==> src/rtl/cosgen_pkg.sv <==
package cosgen_pkg;
  localparam int CODE_W = 8;

  typedef enum logic [1:0] {
    PH_ZERO = 2'b00,
    PH_INV  = 2'b01,
    PH_RSV2 = 2'b10,
    PH_RSV3 = 2'b11
  } phase_sel_e;

  typedef struct packed {
    phase_sel_e        ph;
    logic [1:0]        atten;
    logic [CODE_W-1:0] offset;
  } chan_cfg_t;

  localparam int CFG_W = $bits(chan_cfg_t);
endpackage

==> src/rtl/cosgen_phase_acc.sv <==
module cosgen_phase_acc #(
  parameter int ACC_W = 16,
  parameter int IDX_W = 8
) (
  input  logic             clk,
  input  logic             rst,
  input  logic             freq_we,
  input  logic             freq_force,
  input  logic [ACC_W-1:0] freq_data,
  input  logic             any_run,
  output logic [IDX_W-1:0] idx,
  output logic             freq_rej
);
  logic [ACC_W-1:0] step_q;
  logic [ACC_W-1:0] acc_q;
  logic             allow_w;

  assign allow_w = !any_run || freq_force || (freq_data == step_q);

  always_ff @(posedge clk) begin
    if (rst) begin
      step_q   <= '0;
      freq_rej <= 1'b0;
    end else begin
      freq_rej <= freq_we && !allow_w;
      if (freq_we && allow_w) step_q <= freq_data;
    end
  end

  always_ff @(posedge clk) begin
    if (rst)          acc_q <= '0;
    else if (any_run) acc_q <= acc_q + step_q;
    else              acc_q <= '0;
  end

  assign idx = acc_q[ACC_W-1 -: IDX_W];


  freq_keep_chk: assert property (@(posedge clk) disable iff (rst)
    freq_rej |-> $stable(step_q));


  rej_needs_run_chk: assert property (@(posedge clk) disable iff (rst)
    freq_rej |-> $past(any_run));


  acc_idle_zero_chk: assert property (@(posedge clk) disable iff (rst)
    !any_run |=> (acc_q == '0));
endmodule

==> src/rtl/cosgen_wave_rom.sv <==
module cosgen_wave_rom #(
  parameter int IDX_W = 8,
  parameter int AMP_W = 8
) (
  input  logic                    clk,
  input  logic                    rst,
  input  logic [IDX_W-1:0]        idx,
  output logic signed [AMP_W-1:0] wave
);
  localparam int QN     = 1 << (IDX_W - 2);
  localparam int QA_W   = IDX_W - 1;
  localparam int MAG_W  = AMP_W - 1;
  localparam int AMP    = (1 << MAG_W) - 1;
  localparam real TWO_PI = 6.283185307179586;

  logic [MAG_W-1:0] qrom [0:QN];

  initial begin
    for (int j = 0; j <= QN; j++) begin
      qrom[j] = MAG_W'($rtoi(real'(AMP) * $cos(TWO_PI * real'(j) / real'(4 * QN)) + 0.5));
    end
  end

  logic [1:0]        quad;
  logic [IDX_W-3:0]  kofs;
  logic [QA_W-1:0]   qaddr;
  logic [MAG_W-1:0]  rom_q;
  logic              neg_q;

  assign quad  = idx[IDX_W-1 -: 2];
  assign kofs  = idx[IDX_W-3:0];
  assign qaddr = quad[0] ? (QA_W'(QN) - QA_W'(kofs)) : QA_W'(kofs);

  always_ff @(posedge clk) begin
    rom_q <= qrom[qaddr];
  end

  always_ff @(posedge clk) begin
    if (rst) begin
      neg_q <= 1'b0;
      wave  <= '0;
    end else begin
      neg_q <= quad[0] ^ quad[1];
      wave  <= neg_q ? -$signed({1'b0, rom_q}) : $signed({1'b0, rom_q});
    end
  end


  wave_range_chk: assert property (@(posedge clk) disable iff (rst)
    wave >= -$signed(AMP_W'(AMP)));
endmodule

==> src/rtl/cosgen_chan.sv <==
module cosgen_chan
  import cosgen_pkg::*;
#(
  parameter int CW = CODE_W
) (
  input  logic                 clk,
  input  logic                 rst,
  input  logic                 cfg_we,
  input  logic                 ctl_we,
  input  logic [CFG_W-1:0]     cfg_data,
  input  logic                 ctl_start,
  input  logic signed [CW-1:0] wave,
  output logic [CW-1:0]        code,
  output logic                 valid,
  output logic                 run,
  output logic                 err
);
  localparam int SUM_W = CW + 3;
  localparam int MID   = 1 << (CW - 1);
  localparam int MAXC  = (1 << CW) - 1;

  chan_cfg_t               cfg_q;
  logic signed [CW-1:0]    shifted;
  logic signed [CW-1:0]    shaped;
  logic signed [SUM_W-1:0] sum;
  logic [CW-1:0]           sat;

  always_ff @(posedge clk) begin
    if (rst)         cfg_q <= '0;
    else if (cfg_we) cfg_q <= chan_cfg_t'(cfg_data);
  end

  always_ff @(posedge clk) begin
    if (rst) begin
      run <= 1'b0;
      err <= 1'b0;
    end else begin
      err <= ctl_we && (ctl_start == run);
      if (ctl_we) run <= ctl_start;
    end
  end

  always_comb begin
    shifted = wave >>> cfg_q.atten;
    shaped  = (cfg_q.ph == PH_INV) ? -shifted : shifted;
    sum     = SUM_W'(MID) + SUM_W'(shaped) + SUM_W'($signed(cfg_q.offset));
    if (sum[SUM_W-1])                 sat = '0;
    else if (sum > SUM_W'(MAXC))      sat = CW'(MAXC);
    else                              sat = sum[CW-1:0];
  end

  always_ff @(posedge clk) begin
    if (rst) begin
      code  <= CW'(MID);
      valid <= 1'b0;
    end else begin
      code  <= run ? sat : CW'(MID);
      valid <= run;
    end
  end


  idle_mid_chk: assert property (@(posedge clk) disable iff (rst)
    !valid |-> (code == CW'(MID)));


  err_run_stable_chk: assert property (@(posedge clk) disable iff (rst)
    err |-> $stable(run));


  start_valid_chk: assert property (@(posedge clk) disable iff (rst)
    $rose(run) |=> valid);
endmodule

==> src/rtl/cosgen_dual.sv <==
module cosgen_dual
  import cosgen_pkg::*;
#(
  parameter int NUM_CH = 2,
  parameter int ACC_W  = 16,
  parameter int IDX_W  = 8
) (
  input  logic                           clk,
  input  logic                           rst,
  input  logic                           wr_en,
  input  logic [$clog2(2*NUM_CH+1)-1:0]  wr_addr,
  input  logic [ACC_W-1:0]               wr_data,
  input  logic                           wr_force,
  output logic [NUM_CH*CODE_W-1:0]       dac_code,
  output logic [NUM_CH-1:0]              dac_valid,
  output logic [NUM_CH-1:0]              chan_err,
  output logic                           freq_rej
);
  localparam int ADDR_W = $clog2(2*NUM_CH+1);

  logic [NUM_CH-1:0]        run_vec;
  logic [IDX_W-1:0]         idx;
  logic signed [CODE_W-1:0] wave;
  logic                     freq_we;

  assign freq_we = wr_en && (wr_addr == ADDR_W'(0));

  cosgen_phase_acc #(.ACC_W(ACC_W), .IDX_W(IDX_W)) u_acc (
    .clk        (clk),
    .rst        (rst),
    .freq_we    (freq_we),
    .freq_force (wr_force),
    .freq_data  (wr_data),
    .any_run    (|run_vec),
    .idx        (idx),
    .freq_rej   (freq_rej)
  );

  cosgen_wave_rom #(.IDX_W(IDX_W), .AMP_W(CODE_W)) u_rom (
    .clk  (clk),
    .rst  (rst),
    .idx  (idx),
    .wave (wave)
  );

  for (genvar c = 0; c < NUM_CH; c++) begin : g_ch
    logic cfg_we_c;
    logic ctl_we_c;
    assign cfg_we_c = wr_en && (wr_addr == ADDR_W'(1 + 2*c));
    assign ctl_we_c = wr_en && (wr_addr == ADDR_W'(2 + 2*c));

    cosgen_chan #(.CW(CODE_W)) u_ch (
      .clk       (clk),
      .rst       (rst),
      .cfg_we    (cfg_we_c),
      .ctl_we    (ctl_we_c),
      .cfg_data  (wr_data[CFG_W-1:0]),
      .ctl_start (wr_data[0]),
      .wave      (wave),
      .code      (dac_code[c*CODE_W +: CODE_W]),
      .valid     (dac_valid[c]),
      .run       (run_vec[c]),
      .err       (chan_err[c])
    );
  end
endmodule

==> config.mk <==
export PLATFORM = sky130hd
export DESIGN_NAME = cosgen_dual
export DESIGN_NICKNAME = d
export VERILOG_FILES = /design/src/rtl/cosgen_pkg.sv /design/src/rtl/cosgen_phase_acc.sv /design/src/rtl/cosgen_wave_rom.sv /design/src/rtl/cosgen_chan.sv /design/src/rtl/cosgen_dual.sv
export SDC_FILE = /design/constraint.sdc
export NUM_CORES = 1
export LEC_CHECK = 0
export BUFFER_PORTS_ARGS = -buffer_cell sky130_fd_sc_hd__clkbuf_2
export CAP_MARGIN = 5
export CORE_MARGIN = 1
export CORE_UTILIZATION = 55
export DETAILED_ROUTE_END_ITERATION = 10
export HOLD_SLACK_MARGIN = 0.02
export PLACE_DENSITY = 0.76
export SYNTH_ARGS = -nofsm -noshare
export SYNTH_HDL_FRONTEND = slang
export SYNTH_SLANG_ARGS = --single-unit
==> constraint.sdc <==
create_clock -name clk -period 3.74 [get_ports clk]
set_clock_uncertainty 0.2 [all_clocks]
set_input_delay 0 -clock clk [delete_from_list [all_inputs] [get_ports clk]]
set_output_delay 0 -clock clk [all_outputs]
set_load 0.005 [all_outputs]
==> results of run 1 <==
registers in the layout, summed over array words and instances, names as in the netlist:
name / cells
g_ch.u_ch.run: 2
u_acc.step_q: 16
u_acc.acc_q: 16
u_rom.wave: 8
g_ch.u_ch.code: 16
g_ch.u_ch.cfg_q: 24
u_rom.rom_q: 7
g_ch.u_ch.err: 2
u_acc.freq_rej: 1
g_ch.u_ch.valid: 2
u_rom.neg_q: 1
final cells by class:
| type | count | share of cell area (%) |
|---|---|---|
| Clock buffer | 11 | 3.03 |
| Tap cell | 143 | 2.24 |
| Clock inverter | 5 | 0.500 |
| Sequential cell | 95 | 23.8 |
| Multi-Input combinational cell | 609 | 57.3 |
| Inverter | 30 | 1.41 |
| Timing Repair Buffer | 125 | 11.7 |
cell usage after synthesis (4+ instances only):
library cell | number | area share [%]
and2_1 | 6 | 0.58
nand2b_1 | 13 | 1.3
clkbuf_1 | 15 | 0.87
xor2_1 | 18 | 2.4
buf_2 | 8 | 0.62
a31oi_1 | 6 | 0.58
a21o_1 | 11 | 1.3
mux2_2 | 10 | 1.7
xnor2_1 | 43 | 5.8
a211oi_1 | 9 | 1.0
buf_4 | 8 | 0.93
ha_1 | 56 | 11
nor3_1 | 22 | 1.7
nand4_1 | 8 | 0.78
nor2_1 | 72 | 4.2
o21ai_1 | 6 | 0.47
nand3_1 | 12 | 0.93
mux2i_1 | 35 | 5.4
nand2_1 | 77 | 4.5
or3_1 | 4 | 0.39
nor2b_1 | 11 | 1.1
and3_1 | 5 | 0.48
o31ai_1 | 5 | 0.58
dfxtp_1 | 95 | 29
or2_2 | 4 | 0.39
o21a_1 | 15 | 1.7
a21oi_1 | 73 | 5.7
o21ai_0 | 32 | 2.5
inv_1 | 30 | 1.7
power by group through the flow:
| stage | sequential (mW) | clock [mW] | combinational, mW |
|---|---|---|---|
| 6_report | 1.04 | 0.883 | 0.354 |
| 4_1_cts | 1.04 | 0.900 | 0.325 |
| 3_5_place_dp | 1.07 | 0 | 0.286 |
| 3_3_place_gp | 1.07 | 0 | 0.277 |
| 5_1_grt | 1.05 | 0.936 | 0.386 |
| 2_1_floorplan | 1.06 | 0 | 0.202 |
metrics by stage:
stage	setup WS, ns	hold slack (ns)	cell area, um^2
after floorplan	0.00205	-0.0640	6630
after global placement	-0.0723	0.0798	7140
after detailed placement	-0.244	0.0903	7140
after CTS	-0.147	0.265	7880
after global routing	-0.306	0.282	8010
final	-0.159	0.264	8010
tightest hold or removal path, cell delays in order (launching register included):
cell and delay [ns]:
dfxtp_1 0.31, nand2_1 0.05, a21oi_1 0.05
worst max-delay path by stage:
stage | cells after the start | start | slack (ns) | to
floorplan | 17 | g_ch[1].u_ch.cfg_q[8]$_SDFFE_PP0P_ | 0.002 | g_ch[1].u_ch.code[3]$_SDFF_PP0_
global placement | 17 | g_ch[1].u_ch.cfg_q[8]$_SDFFE_PP0P_ | -0.07 | g_ch[1].u_ch.code[5]$_SDFF_PP0_
detailed placement | 16 | g_ch[1].u_ch.cfg_q[8]$_SDFFE_PP0P_ | -0.24 | g_ch[1].u_ch.code[1]$_SDFF_PP0_
CTS | 17 | g_ch[1].u_ch.cfg_q[8]$_SDFFE_PP0P_ | -0.15 | g_ch[1].u_ch.code[1]$_SDFF_PP0_
global route | 17 | g_ch[1].u_ch.cfg_q[8]$_SDFFE_PP0P_ | -0.31 | g_ch[1].u_ch.code[5]$_SDFF_PP0_
finish | 17 | g_ch[1].u_ch.cfg_q[8]$_SDFFE_PP0P_ | -0.16 | g_ch[1].u_ch.code[1]$_SDFF_PP0_
what timing repair did:
action                     in CTS  in global routing
resized for setup              22                 29
buffers inserted                8                  2
setup endpoints to repair      16                 16
hold buffers                   29                  0
pin swaps                      23                 28
hold endpoints to repair       46                  0
kinds of logic (layout without fill, tap and decap cells):
kind of cell / Yosys count / in the layout / synth area share, %
and+or+nand+nor: 249 / 249 / 18.0
AOI/OAI and AO/OA: 189 / 189 / 18.4
DFF: 95 / 95 / 29.5
buffers and inverters: 67 / 171 / 5.12
xor gates and xnor gates: 66 / 66 / 9.71
adders and majority gates: 59 / 59 / 11.8
muxes: 46 / 46 / 7.52
routing by layer:
metal / share of wire (%) / global-route usage (%)
met1: 42 / 33.2
met2: 51 / 50.4
met3: 3.9 / 5.35
met4: 2.5 / 11.7
met5: 0 / 0
==> run metrics, run 1 <==
clock power share=38.7%; clock latency at the later pin of the worst-skew pair=0.35 ns; FF/Latch Area=1910 um^2; area of the multi-input gates=4590 um^2; Die Span Y=110 um; crit path DAT=3.99 ns; Critical Path RT=3.83 ns; Final Hold Vio Count=0; final critical-path required period=3.90 ns; max-slew violation count=0; unrepaired setup endpoints after global routing=yes; FF+latch count, synth=95; status=complete, but fails checks; Finished Core Util=70.1%; share of power burned in registers=45.8%; Crit. End Element=flip-flop; CP startpoint kind=flip-flop; Clock H-tree levels=3; cells after synthesis=771; Hold WC Path Type=flip-flop to flip-flop; largest net degree at the start of global routing=37; final setup violation count=8; Crit path largest cell delay=0.36 ns; ys async rst share=0%; CTS tree=built; detailed router's first-iteration violation count=335; Post-synth EDFFs=0; Max transition margin=38.0%; Initial Util=56.5%; WL/cell=16.1 um; Final period util=104%; Leakage=3.44 nW; buffer and inverter count on the worst path=2; row count=39; synth unique cells=68; Max Fclk=257 MHz; Critical R2R Capture=g_ch[1].u_ch.code[1]$_SDFF_PP0_; failing checks=negative setup slack; first-pass GRT wire length=26900 um; Clk pin slew, worst setup/hold paths=0.07 ns; CTS buffer count=9; Avg Inst Size Synth=8.37 um^2; Int Pwr=1.68 mW; Clock Path Buffers=2; Vias/cell=5.79; PwrDens=285 nW/um^2; Initial DRT Pass Iterations=5; Clock Sinks=95; WS Path Type=flip-flop to flip-flop; Layout area overhead=24.0%; die area=12200 um^2; YS warnings=0; switching share of power=26.5%; delay-heaviest family, CP=compound AO/OA/AOI/OAI gates; Diodes inserted=0; R2R cell count=17; IO Port Bufs=43; ANT nets after route=0; Crit-path slowest cell=dfxtp_2; sequential-to-total area share from yosys stat=29.5%; reg-to-reg slack, setup=-0.16 ns; crit-path cells=buf_12 -> mux2_4 -> mux2i_2 -> and2_4 -> and4_4 -> a21oi_2 -> mux2_4 -> ha_4 -> inv_2 -> ha_4 -> a2111oi_4 -> o21a_1 -> nor3_4 -> and3b_1 -> a211oi_2 -> a21o_1 -> o21a_1; nets=952; Vias=5899; net load switching power=0.605 mW; most frequent cells in the layout=92 x dfxtp_1, 76 x nand2_1, 71 x nor2_1; Setup TNS=-1.11 ns; io pins=44; Inst Count DP=963; critical path peak fanout=8; hold_sp=g_ch[0].u_ch.cfg_q[0]$_SDFFE_PP0P_; Hold Path Depth=2; DRC viols=0; Synth Flop Type=dfxtp_1; final WL=16400 um; r2r startpoint=g_ch[1].u_ch.cfg_q[8]$_SDFFE_PP0P_; fraction of layout cells with a size suffix above 1=21.4%; Power Total=2.28 mW; most common cell after layout, fill and taps aside=dfxtp_1; initial antenna violation count=0; Worst Slack Setup Final=-0.159 ns; Hold EP=g_ch[0].u_ch.cfg_q[0]$_SDFFE_PP0P_; routability-driven placement congestion ratio=0.935; core footprint=11400 um^2; Tightest Pin Transition=0.929 ns; max-cap viol count=0; gr ovfl total=0; Logic pwr share=15.5%; chip width=110 um; VDD IR max=208 uV; Root Driver=clkbuf_16; Filler Cell Count=891; Post-Syn Nets=853; post-synthesis cell area=6460 um^2; vias in the first global route=5870; DP HPWL=11700 um; Layout Cells excl Fill=1018; gr usage total=28.3%
No activity file was read; power rests on OpenSTA's default activity.
==> run 2: changes to the inputs <==
--- a/config.mk
+++ b/config.mk
@@ -12,6 +12,7 @@
 export DETAILED_ROUTE_END_ITERATION = 10
 export HOLD_SLACK_MARGIN = 0.02
 export PLACE_DENSITY = 0.76
+export SETUP_SLACK_MARGIN = 0.1
 export SYNTH_ARGS = -nofsm -noshare
 export SYNTH_HDL_FRONTEND = slang
 export SYNTH_SLANG_ARGS = --single-unit
==> run 2 against run 1 <==
The run still ends with negative setup slack left. Sequential share of layout area rose by 0.13 points. Critical path depth stayed put. Cell count down 0.98%. Utilization shrank 0.15 points. Clock-buffer cell count stayed put. Non-clock buffer count down 10. Sequential power barely moved. Global-route usage shrank 0.29 points. Total power is 3.2% higher. Combinational power about the same.
==> run metrics, run 2 (synthesis results as in run 1) <==
Layout area overhead=23.7%; Initial Util=56.5%; max-slew violation count=0; detailed router's first-iteration violation count=328; Max transition margin=37.5%; initial antenna violation count=0; Place WS=-0.193 ns; Clk pin slew, worst setup/hold paths=0.07 ns; gr ovfl total=0; R2R cell count=17; CP startpoint kind=flip-flop; unrepaired setup endpoints after global routing=yes; WL/cell=16.6 um; final critical-path required period=3.83 ns; ANT nets after route=0; vias in the first global route=5614; most frequent cells in the layout=91 x dfxtp_1, 76 x nand2_1, 71 x nor2_1; max-cap viol count=0; Crit. End Element=flip-flop; reg-to-reg slack, setup=-0.09 ns; crit path DAT=3.92 ns; Clock Path Buffers=2; max reg flops=24; final setup violation count=8; io pins=44; final WL=16700 um; Clock H-tree levels=3; largest net degree at the start of global routing=37; Worst setup endpoint=g_ch[1].u_ch.code[1]$_SDFF_PP0_; DP HPWL=11500 um; r2r startpoint=g_ch[1].u_ch.cfg_q[8]$_SDFFE_PP0P_; Diodes inserted=0; Leakage=3.41 nW; Worst Slack Setup Final=-0.0875 ns; core footprint=11400 um^2; PwrDens=295 nW/um^2; critical path peak fanout=8; Vias=5863; die area=12200 um^2; Initial DRT Pass Iterations=7; most common cell after layout, fill and taps aside=dfxtp_1; Final period util=102%; IO Port Bufs=43; Vias/cell=5.82; fraction of layout cells with a size suffix above 1=21.6%; VDD IR max=213 uV; DRC viols=0; Clock Sinks=95; first-pass GRT wire length=26400 um; clock latency at the later pin of the worst-skew pair=0.35 ns; Biggest register=g_ch.u_ch.cfg_q; chip width=110 um; status=complete, but fails checks; routability-driven placement congestion ratio=0.911; Setup TNS=-0.535 ns; Max Fclk=261 MHz; Die Span Y=110 um; nets=942; Tightest Pin Transition=0.937 ns; Critical Path RT=3.83 ns; Filler Cell Count=860; Finished Core Util=70.0%; Root Driver=clkbuf_16; gr usage total=28.0%; WS Path Type=flip-flop to flip-flop; crit path from=g_ch[1].u_ch.cfg_q[8]$_SDFFE_PP0P_; Hold WC Path Type=flip-flop to flip-flop; CTS tree=built; Critical R2R Capture=g_ch[1].u_ch.code[1]$_SDFF_PP0_; CTS buffer count=9; row count=39; failing checks=negative setup slack; Final Hold Vio Count=0
==> run 2: area by class of cell <==
type                            count  area (um^2)  area share (%)
Tap cell                          143          179            2.24
Clock inverter                      5         62.6           0.783
Clock buffer                       11          243            3.04
Inverter                           30          113            1.41
Sequential cell                    95         1910            23.9
Multi-Input combinational cell    609         4630            58.0
Timing Repair Buffer              115          850            10.6
==> run 2: how the worst min path moves through the flow <==
| stage | depth (start not counted) | end | slack [ns] | from |
|---|---|---|---|---|
| after floorplan | 2 | g_ch[1].u_ch.cfg_q[8]$_SDFFE_PP0P_ | -0.07 | wr_data[8] |
| after global placement | 2 | u_acc.freq_rej$_SDFF_PP0_ | 0.08 | wr_addr[1] |
| after detailed placement | 2 | u_acc.freq_rej$_SDFF_PP0_ | 0.09 | wr_addr[1] |
| after CTS | 2 | g_ch[0].u_ch.cfg_q[1]$_SDFFE_PP0P_ | 0.27 | g_ch[0].u_ch.cfg_q[1]$_SDFFE_PP0P_ |
| after global routing | 2 | g_ch[0].u_ch.cfg_q[10]$_SDFFE_PP0P_ | 0.29 | g_ch[0].u_ch.cfg_q[10]$_SDFFE_PP0P_ |
| final | 2 | g_ch[0].u_ch.cfg_q[0]$_SDFFE_PP0P_ | 0.27 | g_ch[0].u_ch.cfg_q[0]$_SDFFE_PP0P_ |
==> run 2: critical path: stages, from the launching register on <==
cell      delay, ns
dfxtp_4        0.42
buf_6          0.12
mux2i_2        0.21
nor2_2         0.08
a21oi_4        0.14
ha_2           0.20
and3_4         0.20
a31oi_4        0.08
xnor2_1        0.14
ha_1           0.33
ha_4           0.23
a21o_1         0.18
a211o_1        0.30
a31oi_2        0.18
and3b_2        0.25
a211oi_2       0.14
a21o_1         0.22
o21a_1         0.15
==> run 2: where the power goes <==
part           internal, mW  switching, mW  total, mW  leakage, nW
registers              1.03         0.0187       1.05        0.771
logic                 0.168          0.182      0.351         2.49
clock network         0.543          0.416      0.959        0.148
total                  1.74          0.617       2.35         3.41
==> run 2: timing repair <==
action	4_1_cts	5_1_grt
gates cloned	0	0
endpoints found under the hold margin	46	0
pin swaps	19	20
setup endpoints to repair	16	16
buffers inserted	5	3
hold buffers	28	0
gates resized for setup	22	33
==> run 2: routing by layer <==
metal	vias to the layer above	GRT usage, %	share of wire (%)
met5	-	0	0
met4	0	12.9	3.0
met3	41	5.53	4.0
met2	145	49.1	50
met1	2785	32.8	43
li1	2892	-	-
==> run 2: stage by stage <==
step	instances	total power, mW	cell area [um^2]	hold slack [ns]
floorplan	771	1.27	6670	-0.0716
global placement	956	1.35	7110	0.0790
detailed placement	956	1.35	7110	0.0882
CTS	1005	2.33	7830	0.266
global route	1008	2.44	7990	0.290
finish	1008	2.35	7990	0.266
==> run 3: changes to the inputs <==
--- a/config.mk
+++ b/config.mk
@@ -8,10 +8,10 @@
 export BUFFER_PORTS_ARGS = -buffer_cell sky130_fd_sc_hd__clkbuf_2
 export CAP_MARGIN = 5
 export CORE_MARGIN = 1
-export CORE_UTILIZATION = 55
+export CORE_UTILIZATION = 46
 export DETAILED_ROUTE_END_ITERATION = 10
 export HOLD_SLACK_MARGIN = 0.02
-export PLACE_DENSITY = 0.76
+export PLACE_DENSITY = 0.66
 export SETUP_SLACK_MARGIN = 0.1
 export SYNTH_ARGS = -nofsm -noshare
 export SYNTH_HDL_FRONTEND = slang
==> run 3 against run 2 <==
The flow still finishes with violations (negative setup slack). Worst hold slack better by 0.0038 ns. Largest power group unchanged. Fmax about the same. Critical path depth up 1.
==> run metrics, run 3 (synthesis results as in run 1) <==
status=complete, but fails checks; failing checks=negative setup slack; row count=42; CTS tree=built; DRC viols=0; CP startpoint kind=flip-flop; most common cell after layout, fill and taps aside=dfxtp_1; buffer and inverter count on the worst path=4; Setup TNS=-0.496 ns; Clock Sinks=95; Crit path largest cell delay=0.42 ns; CTS buffer count=9; Layout area overhead=25.7%; Filler Cell Count=1192; vias in the first global route=5544; core footprint=13500 um^2; final hold slack=0.270 ns; max-cap viol count=0; Clock Path Buffers=2; chip width=120 um; design area=8120 um^2; Crit-path slowest cell=dfxtp_4; delay-heaviest family, CP=compound AO/OA/AOI/OAI gates; first-pass GRT wire length=26300 um; Inst Count DP=990; FF/Latch Area=1910 um^2; nets=949; DP HPWL=11800 um; final setup violation count=7; clock latency at the later pin of the worst-skew pair=0.35 ns; unrepaired setup endpoints after global routing=yes; Final period util=102%; critical path peak fanout=8; Root Driver=clkbuf_16; Vias=5843; Diodes inserted=0; WS Path Type=flip-flop to flip-flop; Hold WC Path Type=flip-flop to flip-flop; Layout Cells excl Fill=1046; crit-path cells=buf_6 -> mux2i_2 -> nor2_1 -> a21oi_2 -> buf_4 -> and4_4 -> a21oi_2 -> mux2_4 -> ha_4 -> inv_2 -> ha_4 -> buf_4 -> a211o_1 -> a31oi_2 -> and3b_2 -> a211oi_2 -> a21o_1 -> o21a_1; Die Span Y=120 um; routability-driven placement congestion ratio=0.879; Power Total=2.33 mW; Placed Area=7150 um^2; area of the multi-input gates=4700 um^2; initial antenna violation count=0; Final Hold Vio Count=0; Initial DRT Pass Iterations=5; Max transition margin=38.1%; gr ovfl total=0; die area=14500 um^2; Initial Util=48.0%; Clock H-tree levels=3; VDD IR max=225 uV; IO Port Bufs=43; Critical Path RT=3.83 ns; Clk pin slew, worst setup/hold paths=0.06 ns; fraction of layout cells with a size suffix above 1=23.4%; detailed router's first-iteration violation count=311; max reg flops=24; Place WS=-0.154 ns; WL/cell=15.6 um; Max Fclk=261 MHz; final critical-path required period=3.82 ns; most frequent cells in the layout=91 x dfxtp_1, 76 x nand2_1, 71 x nor2_1; io pins=44; largest net degree at the start of global routing=34; max-slew violation count=0; crit path DAT=3.91 ns; Worst Slack Setup Final=-0.0844 ns; PwrDens=287 nW/um^2; Vias/cell=5.59; Biggest register=g_ch.u_ch.cfg_q; Finished Core Util=60.3%; ANT nets after route=0; gr usage total=22.8%; Crit. End Element=flip-flop; Tightest Pin Transition=0.928 ns; Leakage=3.45 nW; final WL=16300 um
==> run 3: changes by cell type in the layout (fill, tap and decap cells not counted), sizes merged <==
| cell | change |
|---|---|
| dlygate4sd3 | -1 |
| buf | +8 |
| clkbuf | -1 |
| clkinvlp | -1 |
==> run 3: final cells by class <==
type / instances / area share, %
clock buffers: 10 / 2.94
clock inverters: 4 / 0.678
inverters: 30 / 1.39
multi-input cells: 609 / 57.8
flip-flops and latches: 95 / 23.6
well taps: 176 / 2.71
repair buffers: 122 / 10.9
==> run 3: power breakdown <==
group          switching [mW]  internal [mW]
Combinational           0.180          0.172
Clock                   0.395          0.535
Sequential             0.0197           1.03
Total                   0.594           1.73
==> run 3: worst min-delay path: cells and delay by family (launching register included) <==
kind,cells,cell delay (ns)
and+or+nand+nor,1,0.05
AOI/OAI and AO/OA,1,0.05
DFF,1,0.32
==> run 3: timing repair <==
action / in CTS / in global routing
resized for setup: 29 / 37
hold buffers: 27 / 0
setup buffers: 9 / 6
setup endpoints to repair: 16 / 16
pin swaps: 18 / 31
endpoints found under the hold margin: 54 / 0
==> run 3: final timing paths <==
path,startpoint,to,slack (ns),cells past startpoint
worst max-delay path,g_ch[1].u_ch.cfg_q[8]$_SDFFE_PP0P_,g_ch[1].u_ch.code[5]$_SDFF_PP0_,-0.08,18
worst min-delay path,g_ch[0].u_ch.cfg_q[11]$_SDFFE_PP0P_,g_ch[0].u_ch.cfg_q[11]$_SDFFE_PP0P_,0.27,2
worst min register to register,g_ch[0].u_ch.cfg_q[11]$_SDFFE_PP0P_,g_ch[0].u_ch.cfg_q[11]$_SDFFE_PP0P_,0.27,2
worst max register to register,g_ch[1].u_ch.cfg_q[8]$_SDFFE_PP0P_,g_ch[1].u_ch.code[5]$_SDFF_PP0_,-0.08,18
==> run 3: per-layer routing <==
layer,global-route usage [%],part of all wire [%],vias to the layer above
met3,4.95,4.1,26
met4,7.33,2.1,0
met1,28.6,44,2815
met5,0,0,-
met2,38.6,50,112
li1,-,-,2890
